`src/rtl/irq_vector_pkg.sv`:
```
package irq_vector_pkg;

    localparam int ADDR_W       = 8;
    localparam int DEF_BANKS    = 3;
    localparam int DEF_BANK_W   = 32;

    // Byte offsets of the register groups
    localparam logic [ADDR_W-1:0] OFF_VECTOR = 8'h00;
    localparam logic [ADDR_W-1:0] OFF_GUARD  = 8'h08;
    localparam logic [ADDR_W-1:0] OFF_EXTCFG = 8'h0C;
    localparam logic [ADDR_W-1:0] OFF_PEND   = 8'h10;
    localparam logic [ADDR_W-1:0] OFF_ENA    = 8'h40;
    localparam logic [ADDR_W-1:0] OFF_BLOCK  = 8'h50;

    typedef enum logic [1:0] {
        TRIG_LOW  = 2'd0,
        TRIG_HIGH = 2'd1,
        TRIG_FALL = 2'd2,
        TRIG_RISE = 2'd3
    } ext_trig_e;

    typedef enum logic [2:0] {
        RG_NONE,
        RG_VECTOR,
        RG_GUARD,
        RG_EXTCFG,
        RG_PEND,
        RG_ENA,
        RG_BLOCK
    } reg_kind_e;

    typedef struct packed {
        reg_kind_e   kind;
        logic [1:0]  bank;
    } reg_sel_t;

    // Address decode: word-aligned only, bank index limited to the banks built
    function automatic reg_sel_t decode_addr(input logic [ADDR_W-1:0] a,
                                             input int unsigned nbanks);
        reg_sel_t s;
        logic     bank_ok;
        s.kind  = RG_NONE;
        s.bank  = a[3:2];
        bank_ok = (int'(a[3:2]) < int'(nbanks));
        if (a[1:0] == 2'b00) begin
            case (a[7:4])
                4'h0: begin
                    if (a[3:2] == 2'd0)      s.kind = RG_VECTOR;
                    else if (a[3:2] == 2'd2) s.kind = RG_GUARD;
                    else if (a[3:2] == 2'd3) s.kind = RG_EXTCFG;
                end
                4'h1: if (bank_ok) s.kind = RG_PEND;
                4'h4: if (bank_ok) s.kind = RG_ENA;
                4'h5: if (bank_ok) s.kind = RG_BLOCK;
                default: s.kind = RG_NONE;
            endcase
        end
        return s;
    endfunction

endpackage

```
`src/rtl/irq_src_sync.sv`:
```
module irq_src_sync #(
    parameter int W = 96
) (
    input  logic         clk,
    input  logic         rst,
    input  logic [W-1:0] async_i,
    output logic [W-1:0] sync_o,
    output logic         prev0_o
);

    logic [W-1:0] stage1_q;
    logic [W-1:0] stage2_q;
    logic         last0_q;

    always_ff @(posedge clk) begin
        if (rst) begin
            stage1_q <= '0;
            stage2_q <= '0;
            last0_q  <= 1'b0;
        end else begin
            stage1_q <= async_i;
            stage2_q <= stage1_q;
            last0_q  <= stage2_q[0];
        end
    end

    assign sync_o  = stage2_q;
    assign prev0_o = last0_q;

endmodule

```
`src/rtl/irq_pend_bank.sv`:
```
module irq_pend_bank #(
    parameter int BANK_W  = 32,
    parameter bit HAS_EXT = 1'b0
) (
    input  logic              clk,
    input  logic              rst,
    input  logic [BANK_W-1:0] sync_i,
    input  logic              ext_hit_i,
    input  logic              wr_pend_i,
    input  logic              wr_ena_i,
    input  logic              wr_block_i,
    input  logic [BANK_W-1:0] wdata_i,
    output logic [BANK_W-1:0] pend_o,
    output logic [BANK_W-1:0] ena_o,
    output logic [BANK_W-1:0] block_o
);

    logic [BANK_W-1:0] pend_q;
    logic [BANK_W-1:0] ena_q;
    logic [BANK_W-1:0] block_q;
    logic [BANK_W-1:0] pend_d;
    logic              clr0;

    assign clr0 = wr_pend_i & wdata_i[0];

    // Level lines follow the synchronised input; the external line latches
    always_comb begin
        pend_d    = sync_i;
        pend_d[0] = HAS_EXT ? (ext_hit_i | (pend_q[0] & ~clr0)) : sync_i[0];
    end

    always_ff @(posedge clk) begin
        if (rst) begin
            pend_q  <= '0;
            ena_q   <= '0;
            block_q <= '0;
        end else begin
            pend_q <= pend_d;
            if (wr_ena_i)   ena_q   <= wdata_i;
            if (wr_block_i) block_q <= wdata_i;
        end
    end

    assign pend_o  = pend_q;
    assign ena_o   = ena_q;
    assign block_o = block_q;

endmodule

```
`src/rtl/irq_lowest_find.sv`:
```
module irq_lowest_find #(
    parameter int N     = 96,
    parameter int IDX_W = 7
) (
    input  logic [N-1:0]     req_i,
    output logic [IDX_W-1:0] idx_o,
    output logic             found_o
);

    // Scan from the top so the lowest set bit is the last one written
    always_comb begin
        idx_o   = '0;
        found_o = 1'b0;
        for (int i = N - 1; i >= 0; i--) begin
            if (req_i[i]) begin
                idx_o   = IDX_W'(i);
                found_o = 1'b1;
            end
        end
    end

endmodule

```
`src/rtl/irq_vector_ctrl.sv`:
```
module irq_vector_ctrl
    import irq_vector_pkg::*;
#(
    parameter int NUM_BANKS = DEF_BANKS,
    parameter int BANK_W    = DEF_BANK_W
) (
    input  logic                        clk,
    input  logic                        rst,
    input  logic [NUM_BANKS*BANK_W-1:0] src_in,
    input  logic [ADDR_W-1:0]           bus_addr,
    input  logic                        bus_we,
    input  logic [BANK_W-1:0]           bus_wdata,
    output logic [BANK_W-1:0]           bus_rdata,
    output logic                        irq_o
);

    localparam int NUM_SRC   = NUM_BANKS * BANK_W;
    localparam int SRC_IDX_W = $clog2(NUM_SRC);

    // Input synchronisation
    logic [NUM_SRC-1:0] sync_q;
    logic               prev0_q;

    irq_src_sync #(.W(NUM_SRC)) u_sync (
        .clk     (clk),
        .rst     (rst),
        .async_i (src_in),
        .sync_o  (sync_q),
        .prev0_o (prev0_q)
    );

    // Register decode
    reg_sel_t sel;
    assign sel = decode_addr(bus_addr, NUM_BANKS);

    // Global configuration registers
    logic       prot_q;
    logic [1:0] extcfg_q;

    always_ff @(posedge clk) begin
        if (rst) begin
            prot_q   <= 1'b0;
            extcfg_q <= 2'b00;
        end else begin
            if (bus_we && sel.kind == RG_GUARD)  prot_q   <= bus_wdata[0];
            if (bus_we && sel.kind == RG_EXTCFG) extcfg_q <= bus_wdata[1:0];
        end
    end

    // Trigger detection for the external line
    ext_trig_e trig;
    logic      ext_hit;

    assign trig = ext_trig_e'(extcfg_q);

    always_comb begin
        unique case (trig)
            TRIG_LOW:  ext_hit = ~sync_q[0];
            TRIG_HIGH: ext_hit =  sync_q[0];
            TRIG_FALL: ext_hit =  prev0_q & ~sync_q[0];
            TRIG_RISE: ext_hit = ~prev0_q &  sync_q[0];
            default:   ext_hit = 1'b0;
        endcase
    end

    // Per-bank state
    logic [NUM_BANKS-1:0][BANK_W-1:0] pend_bk;
    logic [NUM_BANKS-1:0][BANK_W-1:0] ena_bk;
    logic [NUM_BANKS-1:0][BANK_W-1:0] blk_bk;

    for (genvar b = 0; b < NUM_BANKS; b++) begin : g_bank
        logic hit_bank;
        assign hit_bank = (sel.bank == 2'(b));

        irq_pend_bank #(
            .BANK_W  (BANK_W),
            .HAS_EXT (b == 0)
        ) u_bank (
            .clk        (clk),
            .rst        (rst),
            .sync_i     (sync_q[b*BANK_W +: BANK_W]),
            .ext_hit_i  (ext_hit),
            .wr_pend_i  (bus_we && sel.kind == RG_PEND  && hit_bank),
            .wr_ena_i   (bus_we && sel.kind == RG_ENA   && hit_bank),
            .wr_block_i (bus_we && sel.kind == RG_BLOCK && hit_bank),
            .wdata_i    (bus_wdata),
            .pend_o     (pend_bk[b]),
            .ena_o      (ena_bk[b]),
            .block_o    (blk_bk[b])
        );
    end

    // Flattened views and active set
    logic [NUM_SRC-1:0] pend_flat;
    logic [NUM_SRC-1:0] ena_flat;
    logic [NUM_SRC-1:0] blk_flat;
    logic [NUM_SRC-1:0] act_flat;

    assign pend_flat = pend_bk;
    assign ena_flat  = ena_bk;
    assign blk_flat  = blk_bk;
    assign act_flat  = pend_flat & ena_flat & ~blk_flat;

    // Lowest active line
    logic [SRC_IDX_W-1:0] win_idx;
    logic                 win_found;

    irq_lowest_find #(.N(NUM_SRC), .IDX_W(SRC_IDX_W)) u_find (
        .req_i   (act_flat),
        .idx_o   (win_idx),
        .found_o (win_found)
    );

    assign irq_o = win_found;

    // Read mux
    always_comb begin
        bus_rdata = '0;
        unique case (sel.kind)
            RG_VECTOR: if (win_found) bus_rdata[SRC_IDX_W+1:2] = win_idx;
            RG_GUARD:  bus_rdata[0]   = prot_q;
            RG_EXTCFG: bus_rdata[1:0] = extcfg_q;
            RG_PEND: begin
                for (int b = 0; b < NUM_BANKS; b++)
                    if (sel.bank == 2'(b)) bus_rdata = pend_bk[b];
            end
            RG_ENA: begin
                for (int b = 0; b < NUM_BANKS; b++)
                    if (sel.bank == 2'(b)) bus_rdata = ena_bk[b];
            end
            RG_BLOCK: begin
                for (int b = 0; b < NUM_BANKS; b++)
                    if (sel.bank == 2'(b)) bus_rdata = blk_bk[b];
            end
            default: bus_rdata = '0;
        endcase
    end

endmodule

```
`config.mk`:
```
export PLATFORM = sky130hd
export DESIGN_NAME = irq_vector_ctrl
export DESIGN_NICKNAME = d
export VERILOG_FILES = /design/src/rtl/irq_vector_pkg.sv /design/src/rtl/irq_src_sync.sv /design/src/rtl/irq_pend_bank.sv /design/src/rtl/irq_lowest_find.sv /design/src/rtl/irq_vector_ctrl.sv
export SDC_FILE = /design/constraint.sdc
export NUM_CORES = 1
export LEC_CHECK = 0
export ABC_AREA = 1
export CAP_MARGIN = 20
export CORE_ASPECT_RATIO = 0.7
export CORE_MARGIN = 5
export CORE_UTILIZATION = 41
export DETAILED_ROUTE_END_ITERATION = 6
export GPL_ROUTABILITY_DRIVEN = 0
export REMOVE_ABC_BUFFERS = 1
export SYNTH_ARGS = -nofsm -noshare
export SYNTH_HDL_FRONTEND = slang
export SYNTH_SLANG_ARGS = --single-unit
```
`constraint.sdc`:
```
create_clock -name clk -period 5.5 [get_ports clk]
set_clock_uncertainty 0.15 [all_clocks]
set_input_delay 1.1 -clock clk [delete_from_list [all_inputs] [get_ports clk]]
set_output_delay 1.1 -clock clk [all_outputs]
set_load 0.02 [all_outputs]
```
; ---- Word-level counts from Yosys, hierarchy flattened
; Cells that the tools add are included.
[totals]
n_memories = 0
ram_bits = 0
romBits = 0
ff_bits = 484
latchBits = 0
wordCells = 272
[op_classes]
reduce_logical = 16
magnitude_cmp = 1
bitwise_logic = 11
mux = 215
eq_ne = 15
n_shift = 0
div = 0
mul = 0
add_sub_neg = 0
[op_table]
columns = op, n
row1 = $mux W7, 97
row2 = $mux W32, 9
row3 = $and A96 B96 Y96, 2
row4 = $mux W1, 96
row5 = $not A96 Y96, 1
row6 = $pmux W23 S3, 1
row7 = $pmux W7 S4, 1
row8 = $logic_and A1 B1 Y1, 12
row9 = $mux W3, 4
row10 = $pmux W3 S4, 1
row11 = $eq A3 B3 Y1 const B, 3
row12 = $eq A2 B2 Y1 const B, 4
row13 = $eq A4 B3 Y1 const B, 2
row14 = $pmux W1 S4, 2
row15 = $eq A3 B2 Y1 const B, 2
row16 = $logic_not A2 Y1, 3
row17 = $mux W2, 3
row18 = $pmux W1 S5, 1
row19 = $and A1 B1 Y1, 4
row20 = $eq A2 B1 Y1 const B, 2
row21 = $eq A4 B1 Y1 const B, 1
row22 = $logic_not A4 Y1, 1
row23 = $eq A3 B1 Y1 const B, 1
row24 = $not A1 Y1, 3
row25 = 2 further kinds, 2

; ---- Longest topological paths before layout
[logic_depth]
ltp_word = 100
ltp_mapped = 98
ltp_nobuf = 98

; ---- Modules after synthesis
; Synthesis repeated with hierarchy kept, for this count alone.
[unflattened]
hier_cells = 3065
hier_area_um2 = 21070.2
[modules_own_cells]
columns = mod, instances, cells_per_inst, area_per_inst_um2
row1 = irq_pend_bank at g_bank[1].u_bank ..., 2, 473, 3490.8
row2 = irq_src_sync, 1, 600, 5460.2
row3 = irq_vector_ctrl, 1, 789, 3897.5
row4 = irq_pend_bank at g_bank[0].u_bank, 1, 381, 3328.2
row5 = irq_lowest_find, 1, 349, 1402.6

; ---- Worst setup path after synthesis
; Ideal clock, no wire load.
[synth_timing]
path_kind = register to output
from = reg g_bank[2].u_bank.ena_q[31]
to = out bus_rdata[2]
slack_ps = -362
t_arrival_ps = 4612
t_required_ps = 4250
path_stages_with_launch = 99
path_cell_list = dfxtp_1 nand2_1 nor2_2 nand2_1 nand2_1 nand2_1 nand2_1 nand2_1 nand2_1 nand2_1 nand2_1 nand2_1 nand2_1 nand2_1 nand2_1 nand2_1 nand2_1 nand2_1 [63 not listed] nand2_1 nand2_1 nand2_1 nand2_1 nand2_1 nand2_1 nand2_1 nand2_1 nand2_1 nand2_1 nand2_1 nand2_1 nand2_1 nand2_1 nand2_1 nand2_1 nand2_1 nand2_1
[synth_via]
elab_chain_cells = 100
word_cells_on_any_way = 196
classes_between = mux (194) / bitwise (2)
[synth_lines]
columns = item, line
row1 = "start, declared", irq_pend_bank.sv:19  ; logic [BANK_W-1:0] ena_q;
row2 = "start signal, assigned", irq_pend_bank.sv:39  ; if (wr_ena_i) ena_q <= wdata_i;
row3 = $and A96 B96 Y96 * (2 in a row), irq_vector_ctrl.sv:102  ; assign act_flat = pend_flat & ena_flat & ~blk_flat;
row4 = $mux W7 / $mux W1 (equally long branches) (96 in a row), irq_lowest_find.sv:15  ; if (req_i[i]) begin
row5 = $mux W7 *, irq_vector_ctrl.sv:120  ; RG_VECTOR: if (win_found) bus_rdata[SRC_IDX_W+1:2] = win_idx;
row6 = $pmux W7 S4 *, irq_vector_ctrl.sv:119  ; unique case (sel.kind)
row7 = "end, declared", irq_vector_ctrl.sv:13  ; output logic [BANK_W-1:0] bus_rdata,
; Mark *: on every way between the ends. The rest lies on a longest branch, timed or not.

; ---- Worst setup path in the final report
[layout_timing]
from = reg g_bank[2].u_bank.block_q[30]
to = out bus_rdata[2]
[layout_via]
elab_chain_cells = 99
word_cells_on_any_way = 194
classes_between = mux (192) / bitwise (2)
[layout_lines]
columns = item, line
row1 = "start, declared", irq_pend_bank.sv:20  ; logic [BANK_W-1:0] block_q;
row2 = "start signal, assigned", irq_pend_bank.sv:40  ; if (wr_block_i) block_q <= wdata_i;
row3 = $not A96 Y96 *, irq_vector_ctrl.sv:102
row4 = $and A96 B96 Y96 *, irq_vector_ctrl.sv:102
row5 = $mux W7 / $mux W1 (equally long branches) (95 in a row), irq_lowest_find.sv:15
row6 = $mux W7 *, irq_vector_ctrl.sv:120
row7 = $pmux W7 S4 *, irq_vector_ctrl.sv:119
; Marked as above.

==> impl_summary.txt <==
----------------------------------------------------
[Timing]
  Final Hold Fails ... 0
  Slew at the pin with the worst max-slew slack ... 1.03 ns
  Final worst slack ... -2.05 ns
  Number of max-slew violations in the final report ... 0
  Maximum frequency from static timing analysis ... 0.132 GHz
  Slew margin rel. ... 0.314
  Final period utilization ... 1.37
  Setup repair after global routing missed its margin ... yes
  Minimum clock period ... 7.55 ns
  Total of endpoints with negative setup slack in the final report ... 2
  Final total negative setup slack ... -2.88 ns

[Yosys]
  Total of flip-flops plus latches after synthesis ... 484
  Sequential element share of the synthesized area ... 0.491
  Cell with the most instances after synthesis ... sky130_fd_sc_hd__nor2_1
  Yosys synthesis warning count ... 0
  Area of the mapped netlist ... 19700 um2
  Largest cells by area after synthesis ... sky130_fd_sc_hd__dfxtp_1 49%, sky130_fd_sc_hd__nor2_1 11%, sky130_fd_sc_hd__inv_1 10%
  Async set-reset flop share out of synthesis ... 0
  Top-area cell type share of the netlist area ... 0.491
  Number of different library cells in the post-synthesis netlist ... 34
  Synth Area per Inst ... 7.65 um2
  Top cell types by occurrence after synthesis ... 556 x sky130_fd_sc_hd__nor2_1, 540 x sky130_fd_sc_hd__inv_1, 484 x sky130_fd_sc_hd__dfxtp_1, 226 x sky130_fd_sc_hd__nand2_1, 146 x sky130_fd_sc_hd__a211oi_1
  Cell count after synthesis ... 2582
  Number of enable-type register cells in the synthesized netlist ... 0
  Ys flop type ... sky130_fd_sc_hd__dfxtp_1
  Top cell type by total area after synthesis ... sky130_fd_sc_hd__dfxtp_1

[Routing]
  Vias per inst ... 5.00
  Detailed-route DRC error count ... 0
  Sum of routed wire length over all layers ... 58500 um
  Length of the first detailed-routing pass in iterations ... 5
  Count of vias placed by the detailed router ... 17500
  Detailed-route wire length per cell ... 16.7 um
  1st-iter DRT viols ... 1611
  Number of nets still failing antenna checks after routing ... 0

[Global route]
  Total global routing overflow ... 0
  First-pass GRT wire length ... 91000 um
  Number of global-route vias before repair ... 16700
  Number of antenna violations at the first check in global routing ... 3
  Overall Global Routing Usage ... 0.213
  Pin count of the biggest net entering global routing ... 146

[CTS]
  Clk_lat worst skew ... 0.56 ns
  Number of clock sinks ... 484
  CTS tree ... built
  CTS root buf ... sky130_fd_sc_hd__clkbuf_16
  Clock edge transition at the registers on the reported setup and hold paths ... 0.07 ns
  Max Root-Sink Buffers ... 3
  Number of buffers added by the clock tree synthesis step ... 47
  Hold-fix buffers at CTS ... 0
  CTS H-tree depth ... 2

[Status]
  Result of the run ... finished with violations
  Failing checks ... negative setup slack

[Worst setup path]
  Highest fanout seen on the critical path ... 2
  Cell seen most often among critical-path stages ... sky130_fd_sc_hd__nand2_1
  Kind of end point of the critical path ... primary output
  Worst endpoint required time ... 4.25 ns
  Buffering stage count on the worst path with inverters included ... 2
  WS Path Type ... flip-flop to primary output
  CP max stage delay ... 0.32 ns
  Largest delay contributor family on the critical path ... simple AND/OR/NAND/NOR gates
  Slowest stage cell, crit path ... sky130_fd_sc_hd__dfxtp_2
  Startpoint types ... flip-flop
  Data arrival time of the critical path ... 6.30 ns

[Floorplan]
  Io pins ... 172
  Die extent in x ... 272 um
  Placement row count ... 67
  Floorplan die height ... 194 um
  Area of the core ... 47800 um2
  Starting density of the core ... 0.413
  Die Footprint ... 52700 um2

[Final layout]
  Number of standard cells in the final layout excluding fillers ... 3502
  Layout overhead on the synthesized area ... 26.6%
  Nets@finish ... 2985
  Fin area ... 25000 um2
  Layout cell share with drive strength beyond 1 ... 0.125

[Power and ir drop]
  Maximum resistive drop on vdd ... 0.222 mV
  Power per Cell Area ... 297 nW/um2
  Power consumption ... 7.42 mW
  Leakage power summed over all cells ... 10.8 nW

[Placed design]
  Cell Count Post-Placement ... 3413
  Area after detailed placement ... 23300 um2
  Total half-perimeter wirelength after legalization and detailed placement ... 40400 um
  Number of buffer cells added on primary ports ... 171

[Job]
  Max-cap viol count ... 0

[Worst hold path]
  Type of the tightest min-delay check ... flip-flop to flip-flop

----------------------------------------------------
[repair_timing]
action / in CTS / in global routing
endpoints found under the hold margin: 0 / 0
buffers inserted: 0 / 1
resized for setup: 40 / 21
pin swaps: 4 / 7
endpoints found under the setup margin: 15 / 18
[logic make-up after synthesis]
kind of cell	Yosys count	share of synthesized area
and+or+nand+nor	936	0.200
buffers and inverters	712	0.144
adders and majority gates	4	0.00253
AOI/OAI and AO/OA	411	0.145
muxes	35	0.0177
DFF	484	0.491
[cell type report]
| cell class | instances | area [um2] |
|---|---|---|
| diodes | 1 | 2.50 |
| clock buffers | 61 | 1360 |
| clock inverters | 26 | 287 |
| fillers | 4558 | 22800 |
| inverters | 568 | 2300 |
| multi-input cells | 1386 | 7350 |
| flip-flops and latches | 484 | 9690 |
| well taps | 621 | 777 |
| repair buffers | 355 | 3240 |
[layer usage]
layer / share of wire / up-vias / GRT usage
met1: 0.44 / 8044 / 0.291
met2: 0.44 / 656 / 0.331
met4: 0.038 / 4 / 0.0792
li1: - / 8666 / -
met3: 0.084 / 157 / 0.0495
met5: 0.00058 / - / 0
[through the flow]
stage | hold WS [ns] | util | setup slack [ns]
after floorplan | 0.238 | - | -3.32
after global placement | 0.239 | 0.487 | -1.95
after detailed placement | 0.242 | 0.487 | -1.94
after CTS | 0.249 | 0.522 | -2.05
after global routing | 0.262 | 0.523 | -2.91
final | 0.244 | 0.523 | -2.05
[layout by cell type (no fill, tap or decap), types with 7 or more instances in the layout]
cell type                         synthesis  final
sky130_fd_sc_hd__dfxtp_1                484    481
sky130_fd_sc_hd__o22ai_1                 30     30
sky130_fd_sc_hd__clkdlybuf4s50_1          0    140
sky130_fd_sc_hd__dlygate4sd2_1            0     10
sky130_fd_sc_hd__a221oi_1                48     48
sky130_fd_sc_hd__dlymetal6s2s_1           0      7
sky130_fd_sc_hd__buf_12                   0     12
sky130_fd_sc_hd__nand2_1                226    218
sky130_fd_sc_hd__clkbuf_16                0     48
sky130_fd_sc_hd__mux2i_1                 35     35
sky130_fd_sc_hd__clkinv_2                 0     13
sky130_fd_sc_hd__inv_2                   13     17
sky130_fd_sc_hd__bufinv_8                12     12
sky130_fd_sc_hd__buf_4                    0    179
sky130_fd_sc_hd__nand4_1                 22     22
sky130_fd_sc_hd__o311ai_0                11      9
sky130_fd_sc_hd__o21ai_0                 58     55
sky130_fd_sc_hd__inv_1                  540    537
sky130_fd_sc_hd__nor2_1                 556    552
sky130_fd_sc_hd__o211ai_1                18     18
sky130_fd_sc_hd__o221ai_1                23     23
sky130_fd_sc_hd__a211oi_1               146    145
sky130_fd_sc_hd__clkbuf_8                 0     11
sky130_fd_sc_hd__nand3_1                 44     38
sky130_fd_sc_hd__nand2_2                  0      8
sky130_fd_sc_hd__nand3_4                 17     17
sky130_fd_sc_hd__a21oi_1                 56     56
sky130_fd_sc_hd__nor3_1                  64     62
[path summary, 6_finish.rpt]
path	from	to	slack, ns	cells past startpoint
setup / recovery	g_bank[2].u_bank.block_o[30]	bus_rdata[2]	-2.05	99
setup reg to reg	g_bank[2].u_bank.ena_o[25]	g_bank[2].u_bank.ena_o[25]	4.43	3
hold reg to reg	u_sync.sync_o[56]	g_bank[1].u_bank.pend_o[24]	0.24	2
hold / removal	u_sync.sync_o[56]	g_bank[1].u_bank.pend_o[24]	0.24	2
[tightest hold or removal path, stage by stage, from the launching register on]
cell	delay [ns]
sky130_fd_sc_hd__dfxtp_1	0.29
sky130_fd_sc_hd__inv_1	0.04
sky130_fd_sc_hd__nor2_1	0.03
[state kept, by name, indices dropped and copies added (netlist names)]
| signal | flops |
|---|---|
| g_bank.u_bank.pend_o | 96 |
| u_sync.prev0_o | 1 |
| prot_q | 1 |
| u_sync.sync_o | 96 |
| u_sync.stage1_q | 96 |
| extcfg_q | 2 |
| g_bank.u_bank.ena_o | 96 |
| g_bank.u_bank.block_o | 96 |
[where the power goes]
part / leakage (nW) / internal [mW] / switching [mW]
Sequential: 3.95 / 3.59 / 0.0286
Combinational: 6.01 / 0.172 / 0.238
Clock: 0.811 / 1.99 / 1.40
Total: 10.8 / 5.75 / 1.67
Power figures use the tool's default switching activity.
